## src/rtl/rxf_pkg.sv

```systemverilog
// Package: shared encodings for the receive character output formatter.
// Assumes the three-level selects arrive already encoded as 2-bit codes.
package rxf_pkg;
    typedef enum logic [1:0] {
        LVL_LOW  = 2'b00,
        LVL_MID  = 2'b01,
        LVL_HIGH = 2'b10,
        LVL_RSVD = 2'b11
    } lvl3_t;

    // A select counts as active at any level above LOW.
    function automatic logic lvl_active(input logic [1:0] code);
        return (lvl3_t'(code) != LVL_LOW);
    endfunction
endpackage

```

## src/rtl/rxf_sel_decode.sv

```systemverilog
// Module: reduces one encoded three-level select to an "active" flag.
// Assumes 00 = LOW (inactive); MID, HIGH and the spare code are all active.
module rxf_sel_decode (
    input  logic [1:0] sel_code,
    output logic       sel_active
);
    import rxf_pkg::*;

    // Map the level code to a single enable.
    always_comb begin
        sel_active = lvl_active(sel_code);
    end
endmodule

```

## src/rtl/rxf_path_mux.sv

```systemverilog
// Module: chooses the next data and status values for the output register.
// Assumes STAT_W == RAW_W - DATA_W + 1, so the raw low bits plus the comma
// flag fill the status bus exactly in bypass mode.
module rxf_path_mux #(
    parameter int RAW_W  = 10,
    parameter int DATA_W = 8,
    parameter int STAT_W = 3
) (
    input  logic              use_decoder,
    input  logic [RAW_W-1:0]  raw_char,
    input  logic [DATA_W-1:0] dec_byte,
    input  logic [STAT_W-1:0] dec_status,
    input  logic              comma_det,
    output logic [DATA_W-1:0] nxt_data,
    output logic [STAT_W-1:0] nxt_status
);
    localparam int LOW_W = RAW_W - DATA_W;

    // Split the raw character across the buses or pass the decoder result.
    always_comb begin
        if (use_decoder) begin
            nxt_data   = dec_byte;
            nxt_status = dec_status;
        end else begin
            nxt_data   = raw_char[RAW_W-1 -: DATA_W];
            nxt_status = {comma_det, raw_char[LOW_W-1:0]};
        end
    end
endmodule

```

## src/rtl/rxf_odd_parity.sv

```systemverilog
// Module: odd parity generator built as an XOR chain over the byte.
// Assumes the result is registered by the caller.
module rxf_odd_parity #(
    parameter int DATA_W = 8
) (
    input  logic [DATA_W-1:0] din,
    output logic              odd_bit
);
    logic [DATA_W:0] chain;

    assign chain[0] = 1'b1;
    genvar gi;
    generate
        for (gi = 0; gi < DATA_W; gi++) begin : g_xor
            assign chain[gi+1] = chain[gi] ^ din[gi];
        end
    endgenerate
    assign odd_bit = chain[DATA_W];
endmodule

```

## src/rtl/rx_char_formatter.sv

```systemverilog
// Module: top of the receive character output formatter. It registers the
// selected data/status, odd parity and the parity driver enable.
// Assumes a synchronous active-low reset and that the selects are 2-bit codes.
module rx_char_formatter #(
    parameter int RAW_W  = 10,
    parameter int DATA_W = 8,
    parameter int STAT_W = 3
) (
    input  logic              clk,
    input  logic              rst_n,
    input  logic [RAW_W-1:0]  raw_char,
    input  logic [DATA_W-1:0] dec_byte,
    input  logic [STAT_W-1:0] dec_status,
    input  logic              comma_det,
    input  logic [1:0]        dec_mode,
    input  logic [1:0]        par_mode,
    output logic [DATA_W-1:0] rx_data,
    output logic [STAT_W-1:0] rx_status,
    output logic              rx_parity,
    output logic              rx_parity_oe
);
    localparam int LOW_W = RAW_W - DATA_W;

    logic              use_decoder;
    logic              par_enable;
    logic [DATA_W-1:0] nxt_data;
    logic [STAT_W-1:0] nxt_status;
    logic              nxt_parity;

    rxf_sel_decode u_dec_sel (.sel_code(dec_mode), .sel_active(use_decoder));
    rxf_sel_decode u_par_sel (.sel_code(par_mode), .sel_active(par_enable));

    rxf_path_mux #(.RAW_W(RAW_W), .DATA_W(DATA_W), .STAT_W(STAT_W)) u_mux (
        .use_decoder(use_decoder),
        .raw_char   (raw_char),
        .dec_byte   (dec_byte),
        .dec_status (dec_status),
        .comma_det  (comma_det),
        .nxt_data   (nxt_data),
        .nxt_status (nxt_status)
    );

    rxf_odd_parity #(.DATA_W(DATA_W)) u_par (
        .din    (nxt_data),
        .odd_bit(nxt_parity)
    );

    // Output register: loads the selected character, its parity and the enable.
    always_ff @(posedge clk) begin
        if (!rst_n) begin
            rx_data      <= '0;
            rx_status    <= '0;
            rx_parity    <= 1'b1;
            rx_parity_oe <= 1'b0;
        end else begin
            rx_data      <= nxt_data;
            rx_status    <= nxt_status;
            rx_parity    <= nxt_parity;
            rx_parity_oe <= par_enable;
        end
    end


    reset_state_chk: assert property (@(posedge clk)
        !rst_n |=> (rx_data == '0 && rx_status == '0 && rx_parity && !rx_parity_oe));


    decoded_path_chk: assert property (@(posedge clk) disable iff (!rst_n)
        (dec_mode != 2'b00) |=> (rx_data == $past(dec_byte) && rx_status == $past(dec_status)));


    bypass_split_chk: assert property (@(posedge clk) disable iff (!rst_n)
        (dec_mode == 2'b00) |=> (rx_data == $past(raw_char[RAW_W-1 -: DATA_W])
                                 && rx_status[LOW_W-1:0] == $past(raw_char[LOW_W-1:0])));


    bypass_comma_chk: assert property (@(posedge clk) disable iff (!rst_n)
        (dec_mode == 2'b00) |=> (rx_status[STAT_W-1] == $past(comma_det)));


    odd_parity_chk: assert property (@(posedge clk) disable iff (!rst_n)
        (^{rx_data, rx_parity}) == 1'b1);


    parity_oe_chk: assert property (@(posedge clk) disable iff (!rst_n)
        1'b1 |=> (rx_parity_oe == ($past(par_mode) != 2'b00)));
endmodule

```

## config.mk

```make
export PLATFORM = sky130hd
export DESIGN_NAME = rx_char_formatter
export DESIGN_NICKNAME = d
export VERILOG_FILES = /design/src/rtl/rxf_pkg.sv /design/src/rtl/rxf_sel_decode.sv /design/src/rtl/rxf_path_mux.sv /design/src/rtl/rxf_odd_parity.sv /design/src/rtl/rx_char_formatter.sv
export SDC_FILE = /design/constraint.sdc
export NUM_CORES = 1
export LEC_CHECK = 0
export ABC_AREA = 1
export BUFFER_PORTS_ARGS = -buffer_cell sky130_fd_sc_hd__buf_2
export CORE_UTILIZATION = 42
export CTS_BUF_LIST = sky130_fd_sc_hd__clkbuf_16
export DETAILED_ROUTE_END_ITERATION = 8
export PLACE_DENSITY = 0.79
export SLEW_MARGIN = 20
export SYNTH_ARGS = -nofsm -noshare
export SYNTH_HDL_FRONTEND = slang
export SYNTH_SLANG_ARGS = --single-unit
```

## constraint.sdc

```tcl
create_clock -name clk -period 1.3 [get_ports clk]
set_clock_uncertainty 0.05 [all_clocks]
set_input_delay 0.065 -clock clk [delete_from_list [all_inputs] [get_ports clk]]
set_output_delay 0.065 -clock clk [all_outputs]
set_load 0.02 [all_outputs]
```

## Yosys cells after proc, flatten, opt, wreduce, memory -nomap -nowiden

Cells that the tools add are included.

| operators by class | value |
|---|---|
| multiplexer cells | 2 |
| bitwise operators | 8 |
| reduce and logical (&&, ||, !) cells | 2 |

Operator list:

| cell | number |
|---|---|
| $mux W8 | 1 |
| $xor A1 B1 Y1 | 7 |
| $reduce_bool A2 Y1 | 2 |
| $mux W3 | 1 |
| $not A1 Y1 | 1 |

| word-level totals | value |
|---|---|
| flip-flop bits (word level) | 13 |
| output and inout bits | 13 |
| logic and storage cells | 16 |

## Longest topological paths before layout

| logic depth | value |
|---|---|
| depth after elaboration | 10 |
| depth in mapped cells | 14 |

## By module

A second synthesis with hierarchy kept.

| unflattened totals | value |
|---|---|
| cell total of the unflattened synthesis | 109 |
| area total of the unflattened synthesis | 658.1 µm² |

By module, submodules not included:

| module | instances | cells an instance | area an instance (µm²) | seq. area each (µm²) |
|---|---|---|---|---|
| rx_char_formatter | 1 | 40 | 369.1 | 260.2 |
| rxf_path_mux | 1 | 36 | 146.4 | 0.0 |
| rxf_odd_parity | 1 | 27 | 120.1 | 0.0 |
| rxf_sel_decode | 2 | 3 | 11.3 | 0.0 |

## Worst setup path after synthesis

No wires, ideal clock.

| path | value |
|---|---|
| path type | input to register |
| from | input port dec_mode[1] |
| to | register rx_parity |
| setup time | 112 ps |
| arrival time | 881 ps |
| required time | 1138 ps |
| setup slack | 257 ps |
| stages | 13 |
| path buffers | 1 |
| cell sequence | nor2_2 buf_6 nand2_1 nand2_1 nand2_1 nand2_1 inv_2 nand2_1 nand2_1 nand2_1 nand2_1 nand2_1 nand2_1 |

| on the way | value |
|---|---|
| cells in the longest elaborated chain, start to end | 10 |

RTL lines:

| item | RTL line | source |
|---|---|---|
| start, declared | rx_char_formatter.sv:15 | `input logic [1:0] dec_mode,` |
| $reduce_bool A2 Y1 (*) | rxf_pkg.sv:13 | `return (lvl3_t'(code) != LVL_LOW);` |
| $mux W8 (*) | rxf_path_mux.sv:21 | `if (use_decoder) begin` |
| $not A1 Y1 (no source line) | n/a |  |
| $xor A1 B1 Y1 (6 in a row) | rxf_odd_parity.sv:15 | `assign chain[gi+1] = chain[gi] ^ din[gi];` |
| $xor A1 B1 Y1 (*) | rxf_odd_parity.sv:15 |  |
| end signal, assigned | rx_char_formatter.sv:58 | `rx_parity <= nxt_parity;` |
| end, declared | rx_char_formatter.sv:19 | `output logic rx_parity,` |

Mark *: on every way between the ends. The rest lies on a longest branch, timed or not.
A chain may end at the register's enable or synchronous reset.

## Worst setup path in the final report

Ends and elaborated chain as after synthesis.

==> results.sh <==
export IMPL_antenna_found_initial=0
export IMPL_power_internal_uw=952
export IMPL_ctsResizeCount=0
export IMPL_ys_seq_area_share_pct=36.8
export IMPL_clock_fmax_ghz=0.928
export IMPL_pwr_share_clk_pct=43.3
export IMPL_cts_root_buf="clkbuf_16"
export IMPL_die_area_um2=1850
export IMPL_max_slew_margin_rel_pct=86.4
export IMPL_grt_overflow=0
export IMPL_p_comb_share_pct=22.2
export IMPL_grt_pass1_wl_um=2570
export IMPL_io_buffers=40
export IMPL_layout_commonest_cell="nand2_1"
export IMPL_yosysWarnings=0
export IMPL_nFillCells=137
export IMPL_synth_area_per_cell_um2=6.15
export IMPL_synth_area_um2=707
export IMPL_fin_crit_ns=1.08
export IMPL_hpwl_um=1160
export IMPL_cp_max_fo=20
export IMPL_p_seq_share_pct=34.5
export IMPL_cts_buffers=3
export IMPL_first_pass_iters=4
export IMPL_slew_violations=0
export IMPL_clkTransAtPathRegs_ns=0.04
export IMPL_p_sw_uw=330
export IMPL_drt_initial_drc_count=5
export IMPL_finalWeightedCongestion=0.761
export IMPL_cts_buffer_depth=2
export IMPL_crit_type="input port to flip-flop"
export IMPL_num_vias=795
export IMPL_htreeDepth=1
export IMPL_diodes=0
export IMPL_status="finished clean"
export IMPL_ir_drop_mv=0.600
export IMPL_grt_pass1_vias=671
export IMPL_die_h_um=43.0
export IMPL_hold_class="input port to flip-flop"
export IMPL_rsz0062_at_grt="no"
export IMPL_crit_path_end_kind="flip-flop"
export IMPL_track_usage_pct=18.6
export IMPL_switching_share_pct=25.7
export IMPL_period_share_pct=82.9
export IMPL_powerDensity_nw_per_um2=1260
export IMPL_synth_top_cell_area_share_pct=36.8
export IMPL_yosys_top_cells_area="dfxtp_1 (37%), nand2_1 (26%), nor2_1 (8.5%)"
export IMPL_syn_to_final_growth_pct=43.7
export IMPL_postCtsSetupRepairBufs=0
export IMPL_multiInputGateArea_um2=353
export IMPL_start_util_pct=45.9
export IMPL_cts_tree="done"
export IMPL_cp_required_ns=1.38
export IMPL_finalSetupViolCount=0
export IMPL_drive_gt1_share_pct=33.3
export IMPL_ys_types=15
export IMPL_synth_seq_cells=13
export IMPL_drt_wl_total_um=1550
export IMPL_mostFrequentLayoutCells="nand2_1 (49), buf_2 (40), nor2_1 (16)"
export IMPL_clock_sinks=13
export IMPL_vias_per_cell=4.54
export IMPL_max_stage_delay_ns=0.17
export IMPL_worst_path_max_delay_cell="buf_12"
export IMPL_hold_slack_ns=0.00243
export IMPL_tightestPinTransition_ns=0.198
export IMPL_final_net_count=188
export IMPL_synth_cells=115
export IMPL_drcViolationCount=0
export IMPL_p_total_mw=1.28
export IMPL_yosysTopAreaCell="dfxtp_1"
export IMPL_cap_violations=0
export IMPL_antenna_left=0
export IMPL_routedWlPerCell_um=8.85
export IMPL_io_pins=41
export IMPL_regArea_um2=260
export IMPL_syn_nets=143
export IMPL_core_area_um2=1540
export IMPL_utilization_pct=65.9
export IMPL_grt_start_max_net_pins=21
export IMPL_crit_path_frequent_cell="nand2_1"
export IMPL_dp_cells=169
export IMPL_hold_viol=0
export IMPL_path_cells="buf_2 -> nor2_2 -> buf_12 -> nand2_1 -> nand2_1 -> nand2_1 -> nand2_1 -> inv_2 -> nand2_1 -> nand2_1 -> nand2_1 -> nand2_1 -> nand2_1 -> nand2_1"
export IMPL_num_rows=14
export IMPL_die_x_um=43.0
export IMPL_worstPathArrival_ns=1.16
export IMPL_final_cells=175
export IMPL_static_leakage_power_nw=0.619
export IMPL_cp_start_kind="input port"
final cells by class:
type / count / area share [%]
clock buffer: 3 / 7.39
clock inverter: 1 / 0.369
inverter: 17 / 6.28
multi-input combinational: 82 / 34.7
sequential: 13 / 25.6
tap: 16 / 1.97
timing repair buffer: 43 / 23.6
registers in the layout, summed over array words and instances, names as in the netlist:
name,cells
rx_status,3
rx_data,8
rx_parity,1
rx_parity_oe,1
metrics by stage:
| step | TNS [ns] | cell area (um^2) | setup slack [ns] |
|---|---|---|---|
| finish | 0 | 1020 | 0.223 |
| global route | 0 | 1020 | 0.0754 |
| CTS | 0 | 1020 | 0.236 |
| detailed placement | -0.00440 | 917 | -0.00440 |
| global placement | 0 | 917 | 0.0544 |
| floorplan | 0 | 707 | 0.257 |
path summary, 6_finish.rpt:
path                   startpoint                      end  slack, ns  depth (start not counted)
worst max-delay path  dec_mode[1]     rx_parity$_SDFF_PN1_       0.22                         14
worst min-delay path    comma_det  rx_status[2]$_SDFF_PN0_      0.002                          3
power by group through the flow:
| stage | clock (mW) | combinational [mW] | sequential, mW |
|---|---|---|---|
| floorplan | 0 | 0.134 | 0.495 |
| global placement | 0 | 0.272 | 0.448 |
| detailed placement | 0 | 0.279 | 0.449 |
| CTS | 0.558 | 0.286 | 0.443 |
| global route | 0.581 | 0.320 | 0.444 |
| finish | 0.555 | 0.284 | 0.442 |
synthesized netlist by cell type (all sizes together):
library cell / count
dfxtp: 13
buf: 3
nand2: 51
nand3: 4
inv: 16
o21ai: 9
nor2: 17
mux2i: 1
clkinv: 1
critical path, delay by kind of cell:
kind | cells | cell delay (ns)
buffers and inverters | 3 | 0.32
and+or+nand+nor | 11 | 0.77
cells by family after synthesis:
logic type      count (synthesis)  share of synthesized area (%)
flops                          13                           36.8
mux                             1                           1.42
compound gates                  9                           8.49
simple gates                   72                           40.0
buf+inv                        20                           13.3
routing by layer:
metal  track usage, %  wire (um)
met1             22.7        700
met5                0          0
met2             29.4        691
met4             13.9         44
met3             2.55        112
timing repair:
| action | in CTS | in global routing |
|---|---|---|
| hold buffers | 2 | 0 |
| endpoints found under the hold margin | 1 | 0 |
| endpoints found under the setup margin | 0 | 0 |
No activity file was read; power rests on OpenSTA's default activity.
